===== src/rtl/ssp_pkg.sv =====
package ssp_pkg;

    localparam int unsigned SSP_AW = 16;

    typedef enum logic [1:0] {
        OP_NONE = 2'd0,
        OP_PUSH = 2'd1,
        OP_POP  = 2'd2
    } ssp_op_e;

    typedef enum logic [0:0] {
        ST_IDLE  = 1'b0,
        ST_RDATA = 1'b1
    } ssp_state_e;

    localparam logic [2:0] SZ_256  = 3'b000;
    localparam logic [2:0] SZ_128  = 3'b001;
    localparam logic [2:0] SZ_64   = 3'b010;
    localparam logic [2:0] SZ_32   = 3'b011;
    localparam logic [2:0] SZ_512  = 3'b100;
    localparam logic [2:0] SZ_RSV5 = 3'b101;
    localparam logic [2:0] SZ_RSV6 = 3'b110;
    localparam logic [2:0] SZ_1K   = 3'b111;

endpackage


===== src/rtl/ssp_size_decode.sv =====
module ssp_size_decode
    import ssp_pkg::*;
#(
    parameter int unsigned AW      = 16,
    parameter logic [AW-1:0] STD_TOP = 16'hFBFE,
    parameter logic [AW-1:0] BIG_TOP = 16'hFDFE
) (
    input  logic [2:0]    size_i,
    input  logic          circ_en_i,
    output logic [AW-1:0] win_top_o,
    output logic [AW-1:0] win_bot_o,
    output logic [AW-1:0] win_mask_o,
    output logic          wrap_en_o,
    output logic          size_bad_o
);

    // log2 of the window span in bytes
    logic [4:0]    span_log2;
    logic          legal;
    logic          wrap_ok;
    logic [AW-1:0] top_sel;

    always_comb begin
        legal   = 1'b1;
        wrap_ok = 1'b1;
        top_sel = STD_TOP;
        unique case (size_i)
            SZ_256:  span_log2 = 5'd9;
            SZ_128:  span_log2 = 5'd8;
            SZ_64:   span_log2 = 5'd7;
            SZ_32:   span_log2 = 5'd6;
            SZ_512:  span_log2 = 5'd10;
            SZ_1K: begin
                span_log2 = 5'd11;
                top_sel   = BIG_TOP;
                wrap_ok   = 1'b0;
            end
            SZ_RSV5, SZ_RSV6: begin
                span_log2 = 5'd9;
                legal     = 1'b0;
                wrap_ok   = 1'b0;
            end
            default: span_log2 = 5'd9;
        endcase
    end

    logic [AW-1:0] mask;
    always_comb begin
        mask = (AW'(1) << span_log2) - AW'(1);
    end

    assign win_mask_o = mask;
    assign win_top_o  = top_sel;
    assign win_bot_o  = top_sel - mask + AW'(1);
    assign size_bad_o = !legal;
    assign wrap_en_o  = circ_en_i && wrap_ok;

    always_comb begin
        assert_win_order_R6: assert (win_bot_o <= win_top_o)
            else $error("window bottom above top");
        assert_bad_no_wrap_R7: assert (!(size_bad_o && wrap_en_o))
            else $error("reserved code allowed wrapping");
    end

endmodule


===== src/rtl/ssp_ptr_next.sv =====
module ssp_ptr_next
    import ssp_pkg::*;
#(
    parameter int unsigned AW = 16
) (
    input  logic [AW-1:0] sp_i,
    input  ssp_op_e       op_i,
    input  logic          wrap_en_i,
    input  logic [AW-1:0] mask_i,
    output logic [AW-1:0] next_o
);

    localparam logic [AW-1:0] STEP = AW'(2);

    logic [AW-1:0] linear;

    always_comb begin
        unique case (op_i)
            OP_PUSH: linear = sp_i - STEP;
            OP_POP:  linear = sp_i + STEP;
            default: linear = sp_i;
        endcase
        if (wrap_en_i)
            next_o = (sp_i & ~mask_i) | (linear & mask_i);
        else
            next_o = linear;
    end

endmodule


===== src/rtl/ssp_limit_flags.sv =====
module ssp_limit_flags
    import ssp_pkg::*;
#(
    parameter int unsigned AW = 16,
    parameter logic [AW-1:0] OVL_RST = 16'hFA00,
    parameter logic [AW-1:0] UNL_RST = 16'hFC00
) (
    input  logic          clk,
    input  logic          rst_n,
    input  ssp_op_e       op_i,
    input  logic [AW-1:0] next_i,
    input  logic [AW-1:0] sw_data_i,
    input  logic          ovl_wr_i,
    input  logic          unl_wr_i,
    input  logic          ovf_clr_i,
    input  logic          unf_clr_i,
    output logic [AW-1:0] ovl_o,
    output logic [AW-1:0] unl_o,
    output logic          ovf_o,
    output logic          unf_o
);

    logic [AW-1:0] ovl_q, unl_q;
    logic          ovf_q, unf_q;
    logic          ovf_set, unf_set;
    logic [AW-1:0] aligned;

    assign aligned = {sw_data_i[AW-1:1], 1'b0};
    assign ovf_set = (op_i == OP_PUSH) && (next_i < ovl_q);
    assign unf_set = (op_i == OP_POP)  && (next_i > unl_q);

    always_ff @(posedge clk or negedge rst_n) begin
        if (!rst_n) begin
            ovl_q <= OVL_RST;
            unl_q <= UNL_RST;
        end else begin
            if (ovl_wr_i) ovl_q <= aligned;
            if (unl_wr_i) unl_q <= aligned;
        end
    end

    always_ff @(posedge clk or negedge rst_n) begin
        if (!rst_n) begin
            ovf_q <= 1'b0;
            unf_q <= 1'b0;
        end else begin
            if (ovf_set)        ovf_q <= 1'b1;
            else if (ovf_clr_i) ovf_q <= 1'b0;
            if (unf_set)        unf_q <= 1'b1;
            else if (unf_clr_i) unf_q <= 1'b0;
        end
    end

    assign ovl_o = ovl_q;
    assign unl_o = unl_q;
    assign ovf_o = ovf_q;
    assign unf_o = unf_q;

    assert_ovf_sticky_R4: assert property (@(posedge clk) disable iff (!rst_n)
        (ovf_q && !ovf_clr_i) |=> ovf_q)
        else $error("overflow flag dropped without clear");

    assert_unf_sticky_R5: assert property (@(posedge clk) disable iff (!rst_n)
        (unf_q && !unf_clr_i) |=> unf_q)
        else $error("underflow flag dropped without clear");

    assert_ovf_cause_R4: assert property (@(posedge clk) disable iff (!rst_n)
        $rose(ovf_q) |-> $past(op_i == OP_PUSH))
        else $error("overflow without push");

    assert_unf_cause_R5: assert property (@(posedge clk) disable iff (!rst_n)
        $rose(unf_q) |-> $past(op_i == OP_POP))
        else $error("underflow without pop");

endmodule


===== src/rtl/ssp_ctrl.sv =====
module ssp_ctrl
    import ssp_pkg::*;
(
    input  logic    clk,
    input  logic    rst_n,
    input  logic    push_i,
    input  logic    pop_i,
    input  logic    sp_wr_i,
    output ssp_op_e op_o,
    output logic    pop_valid_o
);

    ssp_state_e state_q, state_d;
    ssp_op_e    op;

    // operation selection: collisions and pointer loads suppress the stack op
    always_comb begin
        op = OP_NONE;
        if (!sp_wr_i) begin
            if (push_i && !pop_i)      op = OP_PUSH;
            else if (pop_i && !push_i) op = OP_POP;
        end
    end

    always_comb begin
        state_d = state_q;
        unique case (state_q)
            ST_IDLE:  if (op == OP_POP) state_d = ST_RDATA;
            ST_RDATA: if (op != OP_POP) state_d = ST_IDLE;
            default:  state_d = ST_IDLE;
        endcase
    end

    always_ff @(posedge clk or negedge rst_n) begin
        if (!rst_n) state_q <= ST_IDLE;
        else        state_q <= state_d;
    end

    always_comb begin
        op_o        = op;
        pop_valid_o = 1'b0;
        unique case (state_q)
            ST_IDLE:  pop_valid_o = 1'b0;
            ST_RDATA: pop_valid_o = 1'b1;
            default:  pop_valid_o = 1'b0;
        endcase
    end

    assert_no_collide_R10: assert property (@(posedge clk) disable iff (!rst_n)
        (push_i && pop_i) |-> (op_o == OP_NONE))
        else $error("colliding strobes produced an operation");

    assert_pop_valid_R3: assert property (@(posedge clk) disable iff (!rst_n)
        (op_o == OP_POP) |=> pop_valid_o)
        else $error("pop data not flagged valid");

    assert_swr_block_R11: assert property (@(posedge clk) disable iff (!rst_n)
        sp_wr_i |-> (op_o == OP_NONE))
        else $error("pointer load did not block operation");

endmodule


===== src/rtl/ssp_stack_unit.sv =====
module ssp_stack_unit
    import ssp_pkg::*;
#(
    parameter int unsigned AW      = 16,
    parameter int unsigned DW      = 16,
    parameter logic [AW-1:0] STD_TOP = 16'hFBFE,
    parameter logic [AW-1:0] BIG_TOP = 16'hFDFE
) (
    input  logic          clk,
    input  logic          rst_n,
    input  logic          push_i,
    input  logic          pop_i,
    input  logic [DW-1:0] push_data_i,
    output logic [DW-1:0] pop_data_o,
    output logic          pop_valid_o,
    output logic [AW-1:0] mem_addr_o,
    output logic          mem_we_o,
    output logic          mem_re_o,
    output logic [DW-1:0] mem_wdata_o,
    input  logic [DW-1:0] mem_rdata_i,
    input  logic [AW-1:0] sw_data_i,
    input  logic          sp_wr_i,
    input  logic          ovl_wr_i,
    input  logic          unl_wr_i,
    input  logic [2:0]    size_i,
    input  logic          circ_en_i,
    input  logic          ovf_clr_i,
    input  logic          unf_clr_i,
    output logic [AW-1:0] sp_o,
    output logic [AW-1:0] ovl_o,
    output logic [AW-1:0] unl_o,
    output logic [AW-1:0] win_top_o,
    output logic [AW-1:0] win_bot_o,
    output logic          ovf_o,
    output logic          unf_o,
    output logic          size_bad_o
);

    localparam logic [AW-1:0] SP_RST  = STD_TOP + AW'(2);
    localparam logic [AW-1:0] OVL_RST = STD_TOP - AW'(16'h01FE);

    ssp_op_e       op;
    logic [AW-1:0] sp_q;
    logic [AW-1:0] sp_next;
    logic [AW-1:0] win_mask;
    logic          wrap_en;

    ssp_size_decode #(
        .AW(AW), .STD_TOP(STD_TOP), .BIG_TOP(BIG_TOP)
    ) u_dec (
        .size_i     (size_i),
        .circ_en_i  (circ_en_i),
        .win_top_o  (win_top_o),
        .win_bot_o  (win_bot_o),
        .win_mask_o (win_mask),
        .wrap_en_o  (wrap_en),
        .size_bad_o (size_bad_o)
    );

    ssp_ctrl u_ctrl (
        .clk         (clk),
        .rst_n       (rst_n),
        .push_i      (push_i),
        .pop_i       (pop_i),
        .sp_wr_i     (sp_wr_i),
        .op_o        (op),
        .pop_valid_o (pop_valid_o)
    );

    ssp_ptr_next #(.AW(AW)) u_next (
        .sp_i      (sp_q),
        .op_i      (op),
        .wrap_en_i (wrap_en),
        .mask_i    (win_mask),
        .next_o    (sp_next)
    );

    ssp_limit_flags #(
        .AW(AW), .OVL_RST(OVL_RST), .UNL_RST(SP_RST)
    ) u_lim (
        .clk       (clk),
        .rst_n     (rst_n),
        .op_i      (op),
        .next_i    (sp_next),
        .sw_data_i (sw_data_i),
        .ovl_wr_i  (ovl_wr_i),
        .unl_wr_i  (unl_wr_i),
        .ovf_clr_i (ovf_clr_i),
        .unf_clr_i (unf_clr_i),
        .ovl_o     (ovl_o),
        .unl_o     (unl_o),
        .ovf_o     (ovf_o),
        .unf_o     (unf_o)
    );

    always_ff @(posedge clk or negedge rst_n) begin
        if (!rst_n)              sp_q <= SP_RST;
        else if (sp_wr_i)        sp_q <= {sw_data_i[AW-1:1], 1'b0};
        else if (op != OP_NONE)  sp_q <= sp_next;
    end

    always_comb begin
        mem_we_o    = (op == OP_PUSH);
        mem_re_o    = (op == OP_POP);
        mem_addr_o  = (op == OP_PUSH) ? sp_next : sp_q;
        mem_wdata_o = push_data_i;
        pop_data_o  = mem_rdata_i;
    end

    assign sp_o = sp_q;

    assert_sp_aligned_R11: assert property (@(posedge clk) disable iff (!rst_n)
        sp_q[0] == 1'b0)
        else $error("pointer not word aligned");

    assert_push_step_R2: assert property (@(posedge clk) disable iff (!rst_n)
        (mem_we_o && !wrap_en) |=> (sp_o == $past(sp_o) - AW'(2)))
        else $error("linear push step wrong");

    assert_pop_step_R3: assert property (@(posedge clk) disable iff (!rst_n)
        (mem_re_o && !wrap_en) |=> (sp_o == $past(sp_o) + AW'(2)))
        else $error("linear pop step wrong");

    assert_wrap_high_R8: assert property (@(posedge clk) disable iff (!rst_n)
        ((mem_we_o || mem_re_o) && wrap_en)
            |=> (((sp_o ^ $past(sp_o)) & ~$past(win_mask)) == '0))
        else $error("circular step touched bits above the window");

    assert_one_strobe_R10: assert property (@(posedge clk) disable iff (!rst_n)
        !(mem_we_o && mem_re_o))
        else $error("read and write strobes together");

endmodule


===== config.mk =====
export PLATFORM = sky130hd
export DESIGN_NAME = ssp_stack_unit
export DESIGN_NICKNAME = d
export VERILOG_FILES = /design/src/rtl/ssp_pkg.sv /design/src/rtl/ssp_size_decode.sv /design/src/rtl/ssp_ptr_next.sv /design/src/rtl/ssp_limit_flags.sv /design/src/rtl/ssp_ctrl.sv /design/src/rtl/ssp_stack_unit.sv
export SDC_FILE = /design/constraint.sdc
export NUM_CORES = 1
export LEC_CHECK = 0
export BUFFER_PORTS_ARGS = -buffer_cell sky130_fd_sc_hd__buf_2
export CORE_ASPECT_RATIO = 1.2
export CORE_UTILIZATION = 51
export CTS_BUF_LIST = sky130_fd_sc_hd__clkbuf_4 sky130_fd_sc_hd__clkbuf_8
export CTS_CLUSTER_DIAMETER = 40
export DETAILED_ROUTE_END_ITERATION = 8
export GPL_TIMING_DRIVEN = 0
export PLACE_DENSITY_LB_ADDON = 0.05
export SKIP_CTS_REPAIR_TIMING = 1
export SYNTH_ARGS = -nofsm -noshare
export SYNTH_HDL_FRONTEND = slang
export SYNTH_HIERARCHICAL = 1
export SYNTH_SLANG_ARGS = --single-unit

===== constraint.sdc =====
create_clock -name clk -period 5.8 [get_ports clk]
set_clock_uncertainty 0.2 [all_clocks]
set_input_delay 0.87 -clock clk [delete_from_list [all_inputs] [get_ports clk]]
set_output_delay 0.87 -clock clk [all_outputs]
set_load 0.1 [all_outputs]

Yosys cells after proc, flatten, opt, wreduce, memory -nomap -nowiden
Cells that the tools add are included.
- output and inout port bits: 134
- logic and storage cells: 63
- bits of input ports: 61
- flip-flop bits (word level): 49
- magnitude comparators: 2
- mux-type cells: 19
- reductions and logical operators: 15
- bitwise logic cells: 5
- eq/ne operators: 10
- shifts and indexed selects: 1
- add/sub/neg operators: 5
- operators with widths (operator ; number):
    two-way mux 16 bit ; 4
    AND 16 bit ; 2
    case mux 16 bit (2 select lines) ; 1
    subtractor 16 x 2 -> 16 bit (second input constant) ; 2
    case mux 5 bit (6 select lines) ; 1
    adder 16 x 1 -> 16 bit (second input constant) ; 1
    adder 16 x 2 -> 16 bit (second input constant) ; 1
    > comparator 16 bit ; 1
    < comparator 16 bit ; 1
    NOT 16 bit ; 1
    bitwise OR 16 bit ; 1
    << shifter 1 x 5 -> 16 bit (first input constant) ; 1
    subtractor 16 bit ; 1
    equality test 3 bit (second input constant) ; 4
    two-way mux 11 bit ; 1
    nonzero test 2 bit ; 4
    two-way mux 1 bit ; 7
    equality test 3 x 2 -> 1 bit (second input constant) ; 2
    two-way mux 2 bit ; 3
    OR reduction 3 bit ; 2
    logical AND 1 bit ; 5
    case mux 1 bit (2 select lines) ; 2
    equality test 3 x 1 -> 1 bit (second input constant) ; 1
    zero test 3 bit ; 1
    other kinds (6) ; 7

Depth between registers and ports, before layout
- depth after elaboration: 13
- mapped depth: 17
- mapped depth without buffers: 16

By module
Netlist, hierarchy kept.
- modules (own cells, without submodules) (module ; cells an instance ; instances ; seq. area each (µm²) ; area an instance (µm²)):
    ssp_limit_flags ; 208 ; 1 ; 815.8 ; 1893.1
    ssp_stack_unit ; 142 ; 1 ; 407.9 ; 1342.5
    ssp_ptr_next ; 157 ; 1 ; 0.0 ; 985.9
    ssp_size_decode ; 73 ; 1 ; 0.0 ; 564.3
    ssp_ctrl ; 4 ; 1 ; 25.0 ; 47.5

Worst setup path after synthesis
No wires, ideal clock.
- path kind: input -> output
- start point: input port size_i[1]
- end point: output port win_bot_o[15]
- cell stages on the path: 7
- setup slack: -378 ps
- arrival: 5108 ps
- data required time: 4730 ps
- path buffers: 1
- cell sequence: buf_6 nand3_1 inv_1 ha_1 ha_1 a31o_2 a21oi_1
- elaborated cells between the ends (all ways): 15
- those cells by class: 3 x add/sub; 7 x eq/ne; 1 x shift; 2 x mux; 2 x reduce/logical
- RTL lines (element ; line ; text):
    start: declaration ; ssp_stack_unit.sv:25 ; input logic [2:0] size_i,
    equality test 3 bit ; ssp_size_decode.sv:27 ; unique case (size_i)
    two-way mux 11 bit ; ssp_size_decode.sv:27 ;
    named net win_top_o[9] ; ssp_stack_unit.sv:32 ; output logic [AW-1:0] win_top_o,
    subtractor 16 bit ; ssp_size_decode.sv:54 ; assign win_bot_o = top_sel - mask + AW'(1);
    adder 16 x 1 -> 16 bit ; ssp_size_decode.sv:54 ;
    end: declaration ; ssp_stack_unit.sv:33 ; output logic [AW-1:0] win_bot_o,
The timed path passes the listed nets, and every way through them passes these cells. The select of a mux whose other input is x is not followed.

Worst setup path in the final report
- start point: input port push_i
- end point: output port mem_addr_o[13]
- cells in the longest elaborated chain, start to end: 11
- elaborated cells between the ends (all ways): 13
- those cells by class: 2 x eq/ne; 6 x mux; 2 x bitwise; 3 x reduce/logical
- RTL lines (element ; line ; text):
    start: declaration ; ssp_stack_unit.sv:11 ; input logic push_i,
    zero test 1 bit ; ssp_ctrl.sv:21 ; else if (pop_i && !push_i) op = OP_POP;
    logical AND 1 bit ; ssp_ctrl.sv:21 ;
    two-way mux 2 bit ; ssp_ctrl.sv:21 ;
    two-way mux 2 bit (*) ; ssp_ctrl.sv:20 ; if (push_i && !pop_i) op = OP_PUSH;
    two-way mux 2 bit (*) ; ssp_ctrl.sv:19 ; if (!sp_wr_i) begin
    named net op[1] ; ssp_stack_unit.sv:42 ; ssp_op_e op;
    equality test 2 bit or equality test 2 x 1 -> 1 bit (tied branches) ; ssp_ptr_next.sv:18 ; unique case (op_i)
    case mux 16 bit (2 select lines) (*) ; ssp_ptr_next.sv:18 ;
    AND 16 bit ; ssp_ptr_next.sv:24 ; next_o = (sp_i & ~mask_i) | (linear & mask_i);
    bitwise OR 16 bit ; ssp_ptr_next.sv:24 ;
    two-way mux 16 bit (*) ; ssp_ptr_next.sv:23 ; if (wrap_en_i)
    named net sp_next[13] ; ssp_stack_unit.sv:44 ; logic [AW-1:0] sp_next;
    two-way mux 16 bit (*) ; ssp_stack_unit.sv:105 ; mem_addr_o = (op == OP_PUSH) ? sp_next : sp_q;
    end: declaration ; ssp_stack_unit.sv:16 ; output logic [AW-1:0] mem_addr_o,
The timed path passes the listed nets; every way through them passes the cells marked *.

==> flow_summary.toml <==
[timing]
finalSetupViolations = 0
tns_ps = 0
maxSlewHeadroom = 0.2681
max_freq_mhz = 178.3
finalHoldViolCount = 0
tightest_slew_ps = 1098
drv_slew = 0
rsz0062_at_grt = "no"
min_period_ps = 5607
fin_crit_sh = 0.9668

[place]
port_buffers = 135
dp_hpwl_um = 10140
place.gp.congestion = 0.9285
dpl-instance-area_um2 = 5764

[floorplan]
start_util = 0.5286
die_w_um = 90.80
die_area_um2 = 9857
rows = 38
die_y_um = 108.6
ios = 195
core_area_um2 = 9129

[finish]
final_common_cell = "buf_2"
area_growth_pct = 23.15
layout_common_cells = "buf_2, inv_1, buf_4"
diodes = 0
final_nets = 869
design_area_um2 = 5943
drive_gt1_frac = 0.3342

[min_path]
hp-class = "register to register"

[global_routing]
grt_pass1_vias = 4284
grt_max_degree = 50
grt_use_total = 0.2433
grt_overflow = 0
grt_pass1_wl_um = 19350
antenna_found_initial = 0

[clock_network]
cts_buffers = 5
clk_latency_ps = 300
clk_root_buffer_cell = "clkbuf_8"
cts_tree = "built"
cts_buffer_depth = 2
cts.sinks = 49
path_clk_slew_ps = 80
cts_max_level = 2

[synthesis]
synth_area_per_cell_um2 = 8.278
synthCells = 583
syn_area_um2 = 4826
yosysWarnings = 6

[worst_setup_path]
worst-setup-path-type = "primary input to primary output"
required_ps = 4730
cp_max_fo = 10
endpoint_kind = "primary output"
arrival_ps = 4540
cp-start-kind = "primary input"
reg2reg_slack_ps = 1800

[route]
drc = 0
vias = 4522
drtAntennaViolNets = 0
first_pass_iters = 4
drt-wirelength-per-cell_um = 14.12
vias_per_cell = 5.156
wirelength_um = 12390
drt_iter0_markers = 154

[power]
power_density_nw_per_um2 = 299.7
p_leak_nw = 3.106
peakVddDrop_mv = 0.2324

[job]
maxCapViolCount = 0

[run_status]
status = "finished, final reports clean"
[final timing paths]
| check | start | end | cells past startpoint |
|---|---|---|---|
| setup / recovery | push_i | mem_addr_o[13] | 13 |
| hold / removal | u_lim/unl_o[12] | u_lim/unl_o[12] | 2 |
| setup reg to reg | sp_o[8] | u_lim/unf_o | 12 |
| hold reg to reg | u_lim/unl_o[12] | u_lim/unl_o[12] | 2 |
| max in group asynchronous | rst_n | u_lim/unl_o[3] | 1 |
| min in group asynchronous | rst_n | u_lim/unf_o | 1 |
[layer usage]
| layer | wire length, um | track usage | part of all wire | vias up |
|---|---|---|---|---|
| met5 | 0 | 0 | 0 | - |
| met4 | 257 | 0.06916 | 0.021 | 0 |
| met3 | 597 | 0.02813 | 0.048 | 22 |
| met2 | 6341 | 0.4702 | 0.51 | 162 |
| met1 | 5191 | 0.2813 | 0.42 | 2064 |
| li1 | - | - | - | 2274 |
[worst max-delay path, cell delays in order]
cell	delay, ps
buf_2	120
nor3b_2	390
ha_2	400
clkinvlp_4	260
ha_1	410
a21o_1	250
a211o_2	310
o21ai_0	310
o21ai_0	170
xnor2_1	300
o31ai_4	130
mux2_1	330
clkbuf_4	280
[state kept, by name (all words and copies together), names as in the netlist]
signal	count
u_lim/ovl_o	15
u_ctrl/state_q	1
u_lim/unf_o	1
u_lim/unl_o	15
sp_o	16
u_lim/ovf_o	1
[power breakdown]
| group | switching (mW) | leakage (nW) | internal (mW) |
|---|---|---|---|
| combinational | 0.888 | 2.48 | 0.261 |
| clock | 0.110 | 0.0523 | 0.107 |
| sequential | 0.0305 | 0.571 | 0.385 |
[stage by stage]
step | hold WS (ps) | total power, mW | setup slack (ps) | instances | util
floorplan | 374.4 | 1.368 | 166.5 | 612 | -
global placement | 313.9 | 1.532 | -437.4 | 867 | 0.6314
detailed placement | 314.4 | 1.547 | -421.1 | 867 | 0.6314
CTS | 331.6 | 1.771 | -436.3 | 875 | 0.6421
global route | 351.1 | 1.873 | 52.99 | 877 | 0.6510
finish | 327.9 | 1.781 | 192.6 | 877 | 0.6510
[layout make-up]
type                            instances  area [um^2]
Sequential cell                        49         1249
Fill cell                             804         3186
Multi-Input combinational cell        404         2856
Buffer                                 88        614.3
Inverter                               71        270.3
Clock buffer                            8        97.59
Timing Repair Buffer                  137        705.7
Tap cell                              120        150.1
Note: power is estimated with default switching activity, not from simulation.
